<file path="src/rtl/spi_rf_pkg.sv">
package spi_rf_pkg;
    // Default geometry of the register space
    localparam int RF_ADDR_W = 6;
    localparam int RF_DATA_W = 8;
    // Positions of the serial pins inside the synchronizer vector
    localparam int PIN_SCK  = 0;
    localparam int PIN_CSN  = 1;
    localparam int PIN_MOSI = 2;
    localparam int PIN_NUM  = 3;
endpackage

</file>
<file path="src/rtl/spi_rf_sync.sv">
// Two-flop synchronizer with an extra history stage per bit, giving the
// settled level and single-cycle rise/fall pulses in the clk domain.
// Assumes each input level lasts several clk cycles.
module spi_rf_sync #(
    parameter int               WIDTH   = 3,
    parameter logic [WIDTH-1:0] RST_VAL = '0
) (
    input  logic             clk,
    input  logic             rst_n,
    input  logic [WIDTH-1:0] pins_in,
    output logic [WIDTH-1:0] level,
    output logic [WIDTH-1:0] rise,
    output logic [WIDTH-1:0] fall
);
    for (genvar g = 0; g < WIDTH; g++) begin : g_bit
        logic meta_q, sync_q, hist_q;

        // Capture the pin, settle it, and keep one cycle of history
        always_ff @(posedge clk) begin
            if (!rst_n) begin
                meta_q <= RST_VAL[g];
                sync_q <= RST_VAL[g];
                hist_q <= RST_VAL[g];
            end else begin
                meta_q <= pins_in[g];
                sync_q <= meta_q;
                hist_q <= sync_q;
            end
        end

        assign level[g] = sync_q;
        assign rise[g]  = sync_q & ~hist_q;
        assign fall[g]  = ~sync_q & hist_q;
    end
endmodule

</file>
<file path="src/rtl/spi_rf_mem.sv">
// Byte storage for the register space: one synchronous write port and one
// combinational read port. Every entry is cleared by reset.
module spi_rf_mem #(
    parameter int ADDR_W = 6,
    parameter int DATA_W = 8
) (
    input  logic              clk,
    input  logic              rst_n,
    input  logic              wr_en,
    input  logic [ADDR_W-1:0] wr_addr,
    input  logic [DATA_W-1:0] wr_data,
    input  logic [ADDR_W-1:0] rd_addr,
    output logic [DATA_W-1:0] rd_data
);
    localparam int DEPTH = 1 << ADDR_W;

    logic [DATA_W-1:0] store_q [DEPTH];

    // Clear on reset, otherwise store one byte per write strobe
    always_ff @(posedge clk) begin
        if (!rst_n) begin
            for (int i = 0; i < DEPTH; i++) store_q[i] <= '0;
        end else if (wr_en) begin
            store_q[wr_addr] <= wr_data;
        end
    end

    assign rd_data = store_q[rd_addr];
endmodule

</file>
<file path="src/rtl/spi_rf_frame.sv">
// Transfer framing: counts bits, decodes the command byte, advances the
// location counter, issues write strobes and shifts read data out.
// Assumes edge pulses come from spi_rf_sync and pwr_fail is clk-synchronous.
module spi_rf_frame #(
    parameter int ADDR_W = 6,
    parameter int DATA_W = 8
) (
    input  logic              clk,
    input  logic              rst_n,
    input  logic              sck_rise,
    input  logic              sck_fall,
    input  logic              cs_fall,
    input  logic              cs_high,
    input  logic              mosi,
    input  logic              pwr_fail,
    input  logic [DATA_W-1:0] rd_data,
    output logic [ADDR_W-1:0] rd_addr,
    output logic              wr_en,
    output logic [ADDR_W-1:0] wr_addr,
    output logic [DATA_W-1:0] wr_data,
    output logic              miso,
    output logic              miso_oe
);
    localparam int                BIT_W    = $clog2(DATA_W);
    localparam logic [BIT_W-1:0]  LAST_BIT = BIT_W'(DATA_W - 1);
    localparam int                DIR_POS  = DATA_W - 1;

    logic              active_q;
    logic              data_phase_q;
    logic              is_write_q;
    logic [BIT_W-1:0]  bit_cnt_q;
    logic [DATA_W-2:0] rx_q;
    logic [ADDR_W-1:0] addr_q;
    logic [DATA_W-1:0] tx_q;
    logic              out_bit_q;
    logic              oe_q;

    logic [DATA_W-1:0] byte_in;
    logic              byte_done;

    // Assemble the byte completed by the current rising edge
    always_comb begin
        byte_in   = {rx_q, mosi};
        byte_done = active_q && sck_rise && (bit_cnt_q == LAST_BIT);
        rd_addr   = data_phase_q ? addr_q : byte_in[ADDR_W-1:0];
        wr_en     = byte_done && data_phase_q && is_write_q && !pwr_fail && !cs_high;
        wr_addr   = addr_q;
        wr_data   = byte_in;
    end

    // Transfer state machine: select, command, data bursts and aborts
    always_ff @(posedge clk) begin
        if (!rst_n) begin
            active_q     <= 1'b0;
            data_phase_q <= 1'b0;
            is_write_q   <= 1'b0;
            bit_cnt_q    <= '0;
            rx_q         <= '0;
            addr_q       <= '0;
            tx_q         <= '0;
            out_bit_q    <= 1'b0;
            oe_q         <= 1'b0;
        end else if (pwr_fail) begin
            active_q     <= 1'b0;
            data_phase_q <= 1'b0;
            bit_cnt_q    <= '0;
            addr_q       <= '0;
            oe_q         <= 1'b0;
        end else if (cs_high) begin
            active_q     <= 1'b0;
            data_phase_q <= 1'b0;
            bit_cnt_q    <= '0;
            oe_q         <= 1'b0;
        end else if (cs_fall) begin
            active_q     <= 1'b1;
            data_phase_q <= 1'b0;
            bit_cnt_q    <= '0;
            oe_q         <= 1'b0;
        end else if (active_q) begin
            if (sck_rise) begin
                bit_cnt_q <= bit_cnt_q + 1'b1;
                rx_q      <= byte_in[DATA_W-2:0];
                if (bit_cnt_q == LAST_BIT) begin
                    if (!data_phase_q) begin
                        data_phase_q <= 1'b1;
                        is_write_q   <= byte_in[DIR_POS];
                        if (byte_in[DIR_POS]) begin
                            addr_q <= byte_in[ADDR_W-1:0];
                        end else begin
                            tx_q   <= rd_data;
                            addr_q <= byte_in[ADDR_W-1:0] + 1'b1;
                        end
                    end else begin
                        addr_q <= addr_q + 1'b1;
                        if (!is_write_q) tx_q <= rd_data;
                    end
                end
            end else if (sck_fall && data_phase_q && !is_write_q) begin
                out_bit_q <= tx_q[DATA_W-1];
                tx_q      <= {tx_q[DATA_W-2:0], 1'b0};
                oe_q      <= 1'b1;
            end
        end
    end

    assign miso    = out_bit_q;
    assign miso_oe = oe_q;


    oe_needs_select_chk: assert property (@(posedge clk) disable iff (!rst_n)
        oe_q |-> active_q);


    oe_only_read_chk: assert property (@(posedge clk) disable iff (!rst_n)
        $rose(oe_q) |-> (data_phase_q && !is_write_q));


    addr_step_chk: assert property (@(posedge clk) disable iff (!rst_n)
        wr_en |=> (addr_q == ADDR_W'($past(addr_q) + 1'b1)));


    select_edge_chk: assert property (@(posedge clk) disable iff (!rst_n)
        $rose(active_q) |-> $past(cs_fall));


    pwr_abort_chk: assert property (@(posedge clk) disable iff (!rst_n)
        pwr_fail |=> (!active_q && !oe_q && addr_q == '0));


    no_partial_write_chk: assert property (@(posedge clk) disable iff (!rst_n)
        wr_en |-> (bit_cnt_q == LAST_BIT && sck_rise));
endmodule

</file>
<file path="src/rtl/spi_regfile_slave.sv">
// Top of the serial register file: synchronizes the serial pins, frames
// transfers and holds the 64-byte space. Assumes clk runs at least 8x the
// serial clock and pwr_fail is synchronous to clk.
module spi_regfile_slave #(
    parameter int ADDR_W = spi_rf_pkg::RF_ADDR_W,
    parameter int DATA_W = spi_rf_pkg::RF_DATA_W
) (
    input  logic clk,
    input  logic rst_n,
    input  logic spi_sck,
    input  logic spi_csn,
    input  logic spi_mosi,
    input  logic pwr_fail,
    output logic spi_miso,
    output logic spi_miso_oe
);
    import spi_rf_pkg::*;

    // Select resets low so a select held low through reset gives no edge
    localparam logic [PIN_NUM-1:0] SYNC_RST = '0;

    logic [PIN_NUM-1:0] pins, lvl, rise, fall;
    logic               wr_en;
    logic [ADDR_W-1:0]  wr_addr, rd_addr;
    logic [DATA_W-1:0]  wr_data, rd_data;
    logic               miso_int, oe_int;

    // Gather the serial pins into one vector for synchronization
    always_comb begin
        pins           = '0;
        pins[PIN_SCK]  = spi_sck;
        pins[PIN_CSN]  = spi_csn;
        pins[PIN_MOSI] = spi_mosi;
    end

    spi_rf_sync #(.WIDTH(PIN_NUM), .RST_VAL(SYNC_RST)) u_sync (
        .clk     (clk),
        .rst_n   (rst_n),
        .pins_in (pins),
        .level   (lvl),
        .rise    (rise),
        .fall    (fall)
    );

    spi_rf_frame #(.ADDR_W(ADDR_W), .DATA_W(DATA_W)) u_frame (
        .clk      (clk),
        .rst_n    (rst_n),
        .sck_rise (rise[PIN_SCK]),
        .sck_fall (fall[PIN_SCK]),
        .cs_fall  (fall[PIN_CSN]),
        .cs_high  (lvl[PIN_CSN]),
        .mosi     (lvl[PIN_MOSI]),
        .pwr_fail (pwr_fail),
        .rd_data  (rd_data),
        .rd_addr  (rd_addr),
        .wr_en    (wr_en),
        .wr_addr  (wr_addr),
        .wr_data  (wr_data),
        .miso     (miso_int),
        .miso_oe  (oe_int)
    );

    spi_rf_mem #(.ADDR_W(ADDR_W), .DATA_W(DATA_W)) u_mem (
        .clk     (clk),
        .rst_n   (rst_n),
        .wr_en   (wr_en),
        .wr_addr (wr_addr),
        .wr_data (wr_data),
        .rd_addr (rd_addr),
        .rd_data (rd_data)
    );

    // Drop the pad enable at once on deselect or supply failure
    assign spi_miso    = miso_int;
    assign spi_miso_oe = oe_int && !spi_csn && !pwr_fail;


    pwr_blocks_write_chk: assert property (@(posedge clk) disable iff (!rst_n)
        pwr_fail |-> !wr_en);


    deselect_hiz_chk: assert property (@(posedge clk) disable iff (!rst_n)
        spi_csn |-> !spi_miso_oe);
endmodule

</file>
<file path="config.mk">
export PLATFORM = sky130hd
export DESIGN_NAME = spi_regfile_slave
export DESIGN_NICKNAME = d
export VERILOG_FILES = /design/src/rtl/spi_rf_pkg.sv /design/src/rtl/spi_rf_sync.sv /design/src/rtl/spi_rf_mem.sv /design/src/rtl/spi_rf_frame.sv /design/src/rtl/spi_regfile_slave.sv
export SDC_FILE = /design/constraint.sdc
export NUM_CORES = 1
export LEC_CHECK = 0
export BUFFER_PORTS_ARGS = -buffer_cell sky130_fd_sc_hd__clkbuf_2
export CAP_MARGIN = 10
export CORE_UTILIZATION = 25
export CTS_CLUSTER_SIZE = 20
export DETAILED_ROUTE_END_ITERATION = 16
export SLEW_MARGIN = 15
export SYNTH_ARGS = -nofsm -noshare
export SYNTH_HDL_FRONTEND = slang
export SYNTH_SLANG_ARGS = --single-unit
</file>
<file path="constraint.sdc">
create_clock -name clk -period 5.4 [get_ports clk]
set_clock_uncertainty 0.05 [all_clocks]
set_input_delay 0.27 -clock clk [delete_from_list [all_inputs] [get_ports clk]]
set_output_delay 0.27 -clock clk [all_outputs]
set_load 0.005 [all_outputs]
</file>
======== Word-level counts from Yosys, hierarchy flattened ========
Memory sizes are Yosys's and may differ from the RTL's.
Cells that the tools add are included.
cells by class
  add/sub/neg operators ................... 3
  multiplexer cells ....................... 16
  reduce and logical (&&, ||, !) cells .... 27
  bitwise operators ....................... 11
  eq/ne operators ......................... 4
operators with widths
  cell                   count
  $mux W8                7
  $mux W6                4
  $add A6 B1 Y6 const B  2
  $logic_and A1 B1 Y1    10
  $reduce_and A5 Y1      2
  $not A1 Y1             8
  $reduce_and A8 Y1      1
  $reduce_or A8 Y1       1
  $reduce_and A7 Y1      1
  $ne A3 B3 Y1 const B   2
  $reduce_and A3 Y1      2
  $reduce_and A6 Y1      1
  $mux W1                5
  $logic_not A1 Y1       4
  $reduce_or A4 Y1       1
  $add A3 B1 Y3 const B  1
  $and A1 B1 Y1          3
  $eq A3 B3 Y1 const B   1
  $reduce_or A3 Y1       1
  $ne A2 B2 Y1 const B   1
  $reduce_and A2 Y1      1
  $reduce_bool A2 Y1     1
  $reduce_or A2 Y1       1
word-level totals
  memories kept ........................... 1
  output and inout port bits .............. 2
  register bits ........................... 37
  memory bits (writable) .................. 512
memory list
  name           depth  bits a word  rd ports  clocked after memory_dff  write ports  RTL line          RTL
  u_mem.store_q  64     8            1         0                         64           spi_rf_mem.sv:17  logic [DATA_W-1:0] store_q [DEPTH];

======== Depth between registers and ports, before layout ========
Gate-level depths: netlist of the first run.
  word-level depth ........................ 13
  gate-level depth with buffers ........... 12
  gate-level depth less buffers ........... 8

======== By module ========
A second synthesis of the first run with hierarchy kept.
unflattened totals
  cell total of the unflattened synthesis .. 1,785
  area total of the unflattened synthesis .. 25,683.4 um^2
modules (own cells, without submodules)
  module             cells each  times used  area each (um^2)
  spi_rf_mem         1,571       1           23,781.6
  spi_rf_frame       186         1           1,592.8
  spi_rf_sync        27          1           296.5
  spi_regfile_slave  1           1           12.5

======== Worst setup path after synthesis of the first run ========
No wires, ideal clock.
  path type ............................... reg-to-reg
  from .................................... register u_frame.bit_cnt_q[0]
  to ...................................... memory u_mem.store_q[11][0], enable pin
  path buffers ............................ 1
  cell stages (with the launch flop) ...... 9
  clock period less this slack ............ 2.583 ns
  data arrival time ....................... 2.149 ns
  setup slack ............................. 2.817 ns
  required time ........................... 4.966 ns
  path through ............................ dfxtp_1 > ha_1 > ha_1 > and3_1 > nand4_1 > nor2_1 > nand3_1 > clkbuf_1 > o21ai_0
RTL lines
  what                    RTL line            RTL
  start, declared         spi_rf_frame.sv:31  logic [BIT_W-1:0] bit_cnt_q;
  start signal, assigned  spi_rf_frame.sv:81  bit_cnt_q <= bit_cnt_q + 1'b1;
  end, declared           spi_rf_mem.sv:17

======== Final worst setup path of the first run ========
  from .................................... register u_frame.data_phase_q
  to ...................................... register u_frame.tx_q[1]
between the ends
  cells in the longest elaborated chain, start to end .. 6
ends and longest elaborated chain
  what                        RTL line                                RTL
  start, declared             spi_rf_frame.sv:29                      logic data_phase_q;
  start signal, assigned      spi_rf_frame.sv:55                      data_phase_q <= 1'b0;
  start signal, assigned      spi_rf_frame.sv:65                      data_phase_q <= 1'b0;
  start signal, assigned      spi_rf_frame.sv:71                      data_phase_q <= 1'b0;
  $mux W6                     spi_rf_frame.sv:45                      rd_addr = data_phase_q ? addr_q : byte_in[ADDR_W-1:0];
  $mem_v2 Z64 W8              n/a
  $mux W8 (on tied branches)  spi_rf_frame.sv:87, spi_rf_frame.sv:95
  $mux W8                     spi_rf_frame.sv:84                      if (!data_phase_q) begin
  $mux W8                     spi_rf_frame.sv:83                      if (bit_cnt_q == LAST_BIT) begin
  $mux W8                     spi_rf_frame.sv:80                      if (sck_rise) begin
  end signal, assigned        spi_rf_frame.sv:90                      tx_q <= rd_data;
  end signal, assigned        spi_rf_frame.sv:95                      if (!is_write_q) tx_q <= rd_data;
  end signal, assigned        spi_rf_frame.sv:100                     tx_q <= {tx_q[DATA_W-2:0], 1'b0};
  end, declared               spi_rf_frame.sv:34                      logic [DATA_W-1:0] tx_q;
Parallel ways exist; a longest one is shown, timed or not. The select of a mux whose other input is x is not followed.
A chain may end at the register's enable or synchronous reset.

==> results of run 1 <==
power groups by stage:
stage / clock network [mW] / logic [mW] / registers (mW)
2_1_floorplan: 0 / 0.225 / 4.96
3_3_place_gp: 0 / 0.350 / 4.98
3_5_place_dp: 0 / 0.353 / 4.98
4_1_cts: 3.89 / 0.358 / 4.90
5_1_grt: 4.04 / 0.388 / 4.91
6_report: 3.84 / 0.357 / 4.90
kinds of logic (layout without fill, tap and decap cells):
| kind of cell | Yosys count | after routing |
|---|---|---|
| adder cells (fa/ha/maj) | 4 | 4 |
| multiplexers | 150 | 150 |
| XOR/XNOR | 6 | 6 |
| flip-flops | 549 | 549 |
| buffers and inverters | 176 | 202 |
| AO/OA/AOI/OAI | 310 | 310 |
| AND/OR/NAND/NOR | 1042 | 1042 |
cell type report:
cell class | count | area share [%]
clock buffer | 77 | 5.38
clock inverter | 27 | 0.650
inverter | 2 | 0.0255
multi-input combinational | 1512 | 30.9
sequential | 549 | 54.7
tap | 1368 | 5.81
timing repair buffer | 96 | 2.53
flip-flops by register name (all words and copies together), names as in the netlist:
name / count
u_frame.tx_q: 8
u_frame.data_phase_q: 1
u_frame.wr_addr: 6
u_mem.store_q: 512
u_frame.active_q: 1
u_frame.rx_q: 7
u_frame.bit_cnt_q: 3
u_frame.is_write_q: 1
u_sync.g_bit.sync_q: 3
u_sync.g_bit.hist_q: 2
u_sync.g_bit.meta_q: 3
u_frame.miso_oe: 1
u_frame.miso: 1
layer usage:
metal	vias to the layer above	part of all wire, %	track usage, %
met1	8427	44	19.1
met2	643	46	21.6
met4	0	2.4	4.23
met5	-	0	0
met3	95	7.1	1.87
li1	7888	-	-
cell usage in the layout (no fill, tap or decap), types with 17 or more instances in the layout:
| cell type | netlist | routed |
|---|---|---|
| and2_1 | 522 | 522 |
| edfxtp_1 | 512 | 512 |
| nand2_1 | 293 | 293 |
| mux2i_1 | 144 | 142 |
| a21oi_1 | 102 | 102 |
| nor2_1 | 81 | 81 |
| buf_4 | 6 | 80 |
| o21ai_0 | 90 | 78 |
| clkbuf_16 | 0 | 61 |
| nand3_1 | 43 | 43 |
| dfxtp_1 | 37 | 29 |
| o22ai_1 | 28 | 28 |
| nor4_1 | 27 | 27 |
| nor2b_1 | 21 | 21 |
| o21ai_1 | 7 | 19 |
| clkinv_1 | 0 | 17 |
worst reg2reg max path: cells and delay by family (launching register included):
family / cells / cell delay [ns]
compound gates: 3 / 1.00
mux: 3 / 1.50
buf+inv: 1 / 0.54
flops: 1 / 0.95
worst paths after layout:
kind / start / to
worst max-delay path: u_frame.data_phase_q$_SDFFE_PP0P_ / u_frame.tx_q[1]$_SDFFE_PN0P_
worst min-delay path: pwr_fail / u_frame.wr_addr[3]$_SDFFE_PP0P_
worst max register to register: u_frame.data_phase_q$_SDFFE_PP0P_ / u_frame.tx_q[1]$_SDFFE_PN0P_
worst min register to register: u_sync.g_bit[1].meta_q$_SDFF_PN0_ / u_sync.g_bit[1].sync_q$_SDFF_PN0_
through the flow:
step | area, um2 | setup WS [ns]
after floorplan | 25900 | 2.82
after global placement | 27600 | 1.31
after detailed placement | 27600 | 1.31
after CTS | 29500 | 1.30
after global routing | 29500 | 1.14
final | 29500 | 1.31
repair_timing:
action	CTS	global route
endpoints found under the hold margin	9	0
buffers inserted	0	0
hold buffers	7	0
==> summary.txt, run 1 <==
STA
  – Setup TNS: 0 ns
  – Final Setup Violations: 0
  – Fin crit share: 75.8%
  – Unrepaired setup endpoints after global routing: false
  – Least-Margin Pin Slew: between 1 and 1.5 ns
  – Rel. slew slack: 19.2%
  – Period minus WS final: 4.09 ns
  – Hold Vio Cnt, Final: 0
  – Maximum clock rate: 244 MHz
  – Final hold slack: approximately 0.12 ns
  – Slew Limit Fails: 0

Clock tree
  – CTS tree: done
  – Worst-Skew Late Latency: between 0.6 and 0.7 ns
  – Clock sinks: between 500 and 600
  – H-Tree Level Count: 2
  – Clock-pin slew on the worst setup and hold paths: 0.06 ns
  – Clk root buf: clkbuf_16
  – CTS Buf Count: 59
  – Clk buf depth: 3
  – Post_cts resized: 0

Logic synthesis
  – Syn Inst Count: 2237
  – #FFs+latches synth: 549
  – Most numerous cell in the Yosys netlist: and2_1
  – Syn nets: 2247
  – Top post-synthesis cells by area: edfxtp_1 (59%), and2_1 (13%), mux2i_1 (5.6%), nand2_1 (4.2%), dfxtp_1 (2.9%)
  – Area of the mapped netlist: roughly 0.026 mm2
  – Area share of fa/ha/maj cells after synthesis: 0.193%
  – Yosys Warn Count: 0
  – Yosys top cell area share: 59.3%
  – XOR/XNOR Fraction of Synth Area: 0.203%
  – Post-synth top flop: edfxtp_1
  – Seq/Total Area, Yosys: 62.1%
  – Mux cell area share after synthesis: 5.92%
  – Simple-gate share of the synthesized area: between 20% and 30%
  – EDFF count, synth: 512
  – Cell taking the most area after synthesis: edfxtp_1
  – Distinct cells, synth: 63
  – Top cells by count, synth: and2_1 (522), edfxtp_1 (512), nand2_1 (293)
  – Compound-Gate Fraction of Synth Area: under 10%
  – Syn avg cell area: 11.6 um2
  – Post-synth ARST share: 0%
  – Main combinational cell family by area after synthesis: simple AND/OR/NAND/NOR gates

Floorplan
  – Die ar.: 0.105 mm2
  – Die Y-Extent: 324 um
  – Initial Util: 25.4%
  – Die Wd: approximately 320 um
  – I/O pin cnt: 8
  – CORE AREA: 0.102 mm2
  – Number of cell rows: 117

Finish
  – Finished Core Util: 28.8%
  – Ant diodes: 0
  – Area grow syn2layout: 13.6%
  – Storage element area: roughly 0.016 mm2
  – Non-Filler Instances: 3631
  – Area of the multi-input gates: 0.00910 mm2
  – Fin nets: 2230
  – Fill cell instance count of the final layout: 10400
  – Fraction of layout cells with a size suffix above 1: 8.35%

Pwr
  – NetSw: ~2.0 mW
  – Power Internal: 7.13 mW
  – Maximum vdd drop: 250 uV
  – Clock power frac: about 42%
  – Sequential share of power: 53.9%
  – Static leakage: 10.0 nW
  – Combinational share of power: 3.9%
  – Sw Share: 21.5%
  – Total power draw: 9.09 mW
  – Power Density: 308 mW/mm2

Global route
  – Largest net degree at the start of global routing: 79
  – First-pass GRT wire length: 109000 um
  – GRT Overall Usage: 13.6%
  – GRT overflow: 0
  – Initial antenna violation count: 1
  – Number of global-route vias before repair: between 15000 and 20000

Setup path
  – CP peak stage delay: 0.95 ns
  – CP Data Arrival Time: 4.60 ns
  – Crit Path Max Fanout: 26
  – Critical-path top delay cell: dfxtp_1
  – Register-to-register setup slack: between 1 and 1.5 ns
  – Crit path cell chain: mux2i_4, buf_4, mux2i_1, mux4_2, a211oi_1, a31oi_1, o211ai_2
  – Startpoint Class: flip-flop
  – R2R cell count: 7
  – Worst path depth: 7
  – Sum of buffers and inverters on the critical path: 1
  – Critical path type: flip-flop to flip-flop
  – Worst path top cell family by delay: multiplexers
  – Critical Path RT: slightly below 6 ns
  – CP Capture Type: flip-flop

Worst hold path
  – Hold Path Stages: 3
  – Hold Crit Class: input port to flip-flop

Detailed routing
  – DRT antenna net count: 0
  – Vias: approximately 17000
  – 1st-pass router iterations: 5
  – DR vias/cell: approximately 4.7
  – Drt wl/cell: 19.8 um
  – DRC viols: 0
  – WL final: 71900 um
  – DRT iter0 DRCs: 1796

Run status
  – Status: finished clean

Placement
  – Cells after DPL: 3520
  – IO buf count: 7
  – Detailed placement HPWL: 43800 um
  – Placer Congestion: 0.879

Run
  – Number of max-cap violations: 0
No activity file was read; power rests on OpenSTA's default activity.
==> inputs of run 2 (changes only) <==
- ABC_AREA: default -> 1
- clock period: 5.4 -> 4.16 ns (I/O delays scaled with it)
==> summary.txt, run 2 <==
Worst hold path
  – Hold Crit Start: spi_sck
  – Hold Crit Class: input port to flip-flop

Logic synthesis
  – Yosys Warn Count: 0
  – Top post-synthesis cells by area: edfxtp_1 (58%), nand3_1 (9.8%), nand2_1 (9.5%), nor2_1 (7.7%), inv_1 (5.6%)
  – Distinct cells, synth: 34
  – Area of the mapped netlist: 0.0266 mm2
  – EDFF count, synth: 512
  – Most numerous cell in the Yosys netlist: nand2_1
  – Cell taking the most area after synthesis: edfxtp_1
  – Post-synth top flop: edfxtp_1
  – #FFs+latches synth: roughly 550
  – Syn avg cell area: 8.80 um2
  – Syn Inst Count: 3019
  – Post-synth ARST share: 0%
  – Syn nets: just over 3000
  – Top cells by count, synth: nand2_1 (671), nor2_1 (545), nand3_1 (518)
  – Yosys top cell area share: between 50% and 60%
  – Seq/Total Area, Yosys: 60.6%

STA
  – Least-Margin Pin Slew: 1.15 ns
  – Final Setup Violations: 0
  – Slew Limit Fails: 0
  – Rel. slew slack: 23.2%
  – Fin crit share: 83.1%
  – Final worst setup slack: 0.704 ns
  – Maximum clock rate: 289 MHz
  – Hold Vio Cnt, Final: 0
  – Period minus WS final: between 3 and 4 ns
  – Unrepaired setup endpoints after global routing: false
  – Setup TNS: 0 ns

Clock tree
  – Post_cts resized: 0
  – Clock sinks: between 500 and 600
  – CTS tree: done
  – Clk buf depth: 3
  – Clk root buf: clkbuf_16
  – CTS Buf Count: between 50 and 60
  – H-Tree Level Count: 2
  – Worst-Skew Late Latency: 0.64 ns
  – Postcts setup bufs: 0
  – Clock-pin slew on the worst setup and hold paths: roughly 0.06 ns

Global route
  – Number of global-route vias before repair: 19700
  – GRT overflow: 0
  – First-pass GRT wire length: 118000 um
  – GRT Overall Usage: 14.1%
  – Largest net degree at the start of global routing: approximately 190
  – Initial antenna violation count: 0

Finish
  – Non-Filler Instances: roughly 4400
  – Most frequent cells in the layout: nand2_1 (667), nor2_1 (545), nand3_1 (518), edfxtp_1 (512), inv_1 (386)
  – Ant diodes: 0
  – Storage element area: 0.0161 mm2
  – Largest reg by FF count: u_mem.store_q
  – Flip-flop count of the largest register after layout: 512
  – Fin nets: 2967
  – Area of the multi-input gates: 0.00828 mm2
  – Area grow syn2layout: 13.2%
  – Fill cell instance count of the final layout: 11100
  – Largest regs: u_mem.store_q (512), u_frame.tx_q (8), u_frame.rx_q (7)
  – Commonest non-fill, non-tap cell in the layout: nand2_1
  – Fraction of layout cells with a size suffix above 1: 7.82%

Floorplan
  – I/O pin cnt: 8
  – Die Wd: 328 um
  – Number of cell rows: 119
  – Initial Util: 25.2%
  – CORE AREA: roughly 0.11 mm2
  – Die ar.: between 0.1 and 0.15 mm2
  – Die Y-Extent: roughly 330 um

Setup path
  – End point of the critical path: u_frame.tx_q[4]$_SDFFE_PN0P_
  – CP Data Arrival Time: ~3.9 ns
  – Critical Path RT: approximately 4.6 ns
  – R2r endpoint: u_frame.tx_q[4]$_SDFFE_PN0P_
  – CP Capture Type: flip-flop
  – R2R cell count: 12
  – Register-to-register setup slack: 0.70 ns
  – Reg-to-Reg Start: u_frame.data_phase_q$_SDFFE_PP0P_
  – Crit Path Max Fanout: 185
  – CP Launch Point: u_frame.data_phase_q$_SDFFE_PP0P_
  – Critical path type: flip-flop to flip-flop
  – Startpoint Class: flip-flop

Detailed routing
  – Drt wl/cell: 17.4 um
  – Vias: 20300
  – 1st-pass router iterations: 7
  – WL final: 76600 um
  – DRT iter0 DRCs: 2069
  – DRT antenna net count: 0
  – DRC viols: 0
  – DR vias/cell: 4.63

Run
  – Number of max-cap violations: 0

Placement
  – Pre-CTS WS: between 0.7 and 0.8 ns
  – Detailed placement HPWL: 44300 um
  – Placer Congestion: 0.841
  – Cells after DPL: ~4300
  – IO buf count: 7

Pwr
  – Power Density: 404 mW/mm2
  – Maximum vdd drop: roughly 320 uV
  – Static leakage: 11.5 nW

Run status
  – Status: finished clean
## run 2: cell count changes in the layout (fill, tap and decap cells not counted), sizes merged, moves of 75 or more
cell / before / now
nand3: 43 / 518
nor2: 81 / 546
nand2: 293 / 722
inv: 2 / 396
o21ai: 97 / 22
a21oi: 102 / 27
mux2i: 145 / 0
and2: 522 / 0
## run 2: power by group
part | leakage [nW] | internal [mW] | switching (mW)
sequential | 5.16 | 6.27 | 0.0708
clock | 0.920 | 2.98 | 2.26
combinational | 5.40 | 0.154 | 0.417
## run 2: critical path: stages, from the launching register on
cell	delay (ns)
dfxtp_1	0.71
nand2_2	0.29
nand2_4	0.34
buf_12	0.60
nand2_1	0.12
nand3_1	0.15
nand3_1	0.11
nand3_1	0.12
nand3_1	0.17
nand3_1	0.25
nand3_1	0.09
nand2_1	0.08
a21oi_1	0.06
## run 2: how the worst min path moves through the flow
stage | endpoint | slack [ns] | cells past startpoint
2_1_floorplan | u_sync.g_bit[0].meta_q$_SDFF_PN0_ | 0.26 | 2
3_3_place_gp | u_sync.g_bit[0].sync_q$_SDFF_PN0_ | 0.35 | 2
3_5_place_dp | u_sync.g_bit[2].meta_q$_SDFF_PN0_ | 0.35 | 3
4_1_cts | u_sync.g_bit[0].meta_q$_SDFF_PN0_ | 0.25 | 4
5_1_grt | u_sync.g_bit[0].meta_q$_SDFF_PN0_ | 0.28 | 4
6_report | u_sync.g_bit[0].meta_q$_SDFF_PN0_ | 0.27 | 4
## run 2: cell families after synthesis
family / share of synthesized area [%]
AND/OR/NAND/NOR: 29.6
AO/OA/AOI/OAI: 1.10
flip-flops: 60.6
adder cells (fa/ha/maj): 0.188
buffers and inverters: 8.44
XOR/XNOR: 0.0659
## run 2: area by class of cell
class	count	share of cell area, %
sequential	549	53.6
multi-input combinational	1882	27.5
tap	1391	5.78
clock buffer	73	5.11
inverter	402	5.04
timing repair buffer	64	1.88
clock inverter	35	1.11
## run 2: timing repair
| item | 4_1_cts | 5_1_grt |
|---|---|---|
| hold endpoints to repair | 19 | 0 |
| setup endpoints to repair | 0 | 0 |
| hold buffers | 5 | 0 |
## run 2: routing by layer
metal | routed length (um) | global-route usage, %
met1 | 32100 | 18.7
met2 | 36200 | 23.0
met3 | 5640 | 1.99
met4 | 2610 | 5.49
met5 | 0 | 0
## run 2: stage by stage
stage | total power, mW | utilization [%] | area, um2 | hold slack [ns]
final | 12.2 | 28.6 | 30100 | 0.275
after global routing | 12.5 | 28.6 | 30100 | 0.279
after CTS | 12.2 | 28.6 | 30100 | 0.254
after detailed placement | 7.03 | 26.8 | 28200 | 0.353
after global placement | 7.01 | 26.7 | 28100 | 0.345
after floorplan | 6.84 | - | 26600 | 0.256
==> inputs of run 3 (changes only) <==
- ABC_AREA: 1 -> 0
- clock period: 4.16 -> 2.85 ns (I/O delays scaled with it)
==> summary.txt, run 3 (synthesized netlist as in run 1, its figures left out) <==
Run status
  – Status: finished clean

Finish
  – Finished Core Util: between 20% and 30%
  – Fill cell instance count of the final layout: 10300
  – Commonest non-fill, non-tap cell in the layout: and2_1
  – Flip-flop count of the largest register after layout: around 510
  – Most frequent cells in the layout: and2_1 (522), edfxtp_1 (512), nand2_1 (293), buf_4 (170), mux2i_1 (142)
  – Largest regs: u_mem.store_q (512), u_frame.tx_q (8), u_frame.rx_q (7)
  – Area grow syn2layout: 17.4%
  – Ant diodes: 0
  – Fin nets: between 2000 and 2500
  – Largest reg by FF count: u_mem.store_q
  – Fraction of layout cells with a size suffix above 1: around an eighth
  – Post-route cell area: 0.0304 mm2

Setup path
  – Critical path type: flip-flop to flip-flop
  – Critical Path RT: 3.30 ns
  – Startpoint Class: flip-flop
  – Crit Path Max Fanout: 49
  – CP Data Arrival Time: 3.23 ns
  – CP Launch Point: u_frame.data_phase_q$_SDFFE_PP0P_
  – CP Capture Type: flip-flop
  – Reg-to-Reg Start: u_frame.data_phase_q$_SDFFE_PP0P_

STA
  – Slew Limit Fails: 0
  – Final Setup Violations: 0
  – Rel. slew slack: between 30% and 40%
  – Hold Vio Cnt, Final: 0
  – Least-Margin Pin Slew: 1.04 ns
  – Final worst setup slack: ~0.065 ns
  – Unrepaired setup endpoints after global routing: false
  – Fin crit share: between 90% and 100%
  – Final hold slack: 0.0503 ns
  – Maximum clock rate: 359 MHz
  – Setup TNS: 0 ns
  – Period minus WS final: 2.78 ns

Global route
  – Number of global-route vias before repair: 17000
  – Largest net degree at the start of global routing: 85
  – Initial antenna violation count: 2
  – First-pass GRT wire length: around 110000 um
  – GRT Overall Usage: 14.1%
  – GRT overflow: 0

Clock tree
  – Clock sinks: 549
  – CTS Buf Count: 57
  – Clock-pin slew on the worst setup and hold paths: 0.07 ns
  – H-Tree Level Count: 2
  – CTS tree: done
  – Clk buf depth: 3
  – Clk root buf: clkbuf_16
  – Worst-Skew Late Latency: 0.63 ns

Floorplan
  – Number of cell rows: approximately 120
  – Die Wd: roughly 320 um
  – Die Y-Extent: between 300 and 400 um
  – I/O pin cnt: 8
  – Initial Util: about a quarter
  – CORE AREA: between 0.1 and 0.15 mm2
  – Die ar.: 0.105 mm2

Detailed routing
  – 1st-pass router iterations: 5
  – WL final: between 70000 and 80000 um
  – Drt wl/cell: 19.8 um
  – DRT iter0 DRCs: 1808
  – DRT antenna net count: 0
  – DRC viols: 0
  – DR vias/cell: 4.67
  – Vias: 17400

Worst hold path
  – Hold Crit Start: pwr_fail
  – Hold Crit Class: input port to flip-flop

Placement
  – Placer Congestion: 0.889
  – Detailed placement HPWL: just under 50000 um
  – Pre-CTS WS: 0.0532 ns
  – Post-DP Area: 0.0285 mm2
  – IO buf count: 7

Run
  – Number of max-cap violations: 0

Pwr
  – Maximum vdd drop: 448 uV
  – Power Density: 569 mW/mm2
  – Static leakage: 10.6 nW
-- run 3: cell count changes in the layout (fill, tap and decap cells not counted), moves of 14 or more --
cell and delta:
nand3_1 -475, inv_1 -384, and2_1 +522, o21ai_0 +71, a21oi_1 +75, o221ai_1 +14
buf_4 +124, nand2_1 -374, nor4_1 +21, nor2b_1 +21, nand2_2 -53, mux2i_1 +142
nor2_1 -465, o22ai_1 +27
-- run 3: per-stage QoR --
| step | instances | total power [mW] |
|---|---|---|
| finish | 3732 | 17.3 |
| global route | 3732 | 17.9 |
| CTS | 3731 | 17.4 |
| detailed placement | 3622 | 10.2 |
| global placement | 3622 | 10.2 |
| floorplan | 2237 | 9.82 |
-- run 3: area by class of cell --
cell class / count / area (um2) / share of cell area (%)
sequential: 549 / 16100 / 53.0
tap: 1368 / 1710 / 5.62
timing repair buffer: 196 / 1650 / 5.42
clock buffer: 74 / 1540 / 5.07
multi-input combinational: 1512 / 9150 / 30.0
inverter: 2 / 7.51 / 0.0247
clock inverter: 31 / 263 / 0.863
-- run 3: per-layer routing --
layer / vias to the layer above / routed length, um / share of wire [%] / track usage [%]
li1: 8079 / - / - / -
met1: 8615 / 33400 / 45 / 20.1
met2: 635 / 33300 / 45 / 21.9
met5: - / 0 / 0 / 0
met4: 0 / 2250 / 3.0 / 4.50
met3: 118 / 5170 / 7.0 / 2.00
-- run 3: power breakdown --
group / total [mW] / switching (mW) / leakage, nW / internal, mW
combinational: 0.759 / 0.495 / 4.53 / 0.263
sequential: 9.28 / 0.124 / 5.16 / 9.16
clock: 7.30 / 3.14 / 0.873 / 4.16
total: 17.3 / 3.76 / 10.6 / 13.6
-- run 3: worst max-delay path: stages (launching register included) --
cell     delay [ns]
dfxtp_1        0.41
mux2_8         0.50
buf_12         0.24
buf_4          0.20
nand2_1        0.06
a21oi_1        0.07
nor4_1         0.52
o22ai_1        0.24
nor4_1         0.22
o21ai_1        0.09
-- run 3: final timing paths --
| path | cells after the start | slack [ns] | end |
|---|---|---|---|
| setup / recovery | 9 | 0.07 | u_frame.tx_q[6]$_SDFFE_PN0P_ |
| hold / removal | 3 | 0.05 | u_frame.wr_addr[5]$_SDFFE_PP0P_ |
| setup reg to reg | 9 | 0.07 | u_frame.tx_q[6]$_SDFFE_PN0P_ |
| hold reg to reg | 1 | 0.38 | u_sync.g_bit[1].sync_q$_SDFF_PN0_ |
-- run 3: what timing repair did --
action / CTS / global route
buffers inserted: 0 / 1
resized for setup: 0 / 10
hold endpoints to repair: 7 / 0
hold buffers: 4 / 0
setup endpoints to repair: 0 / 7
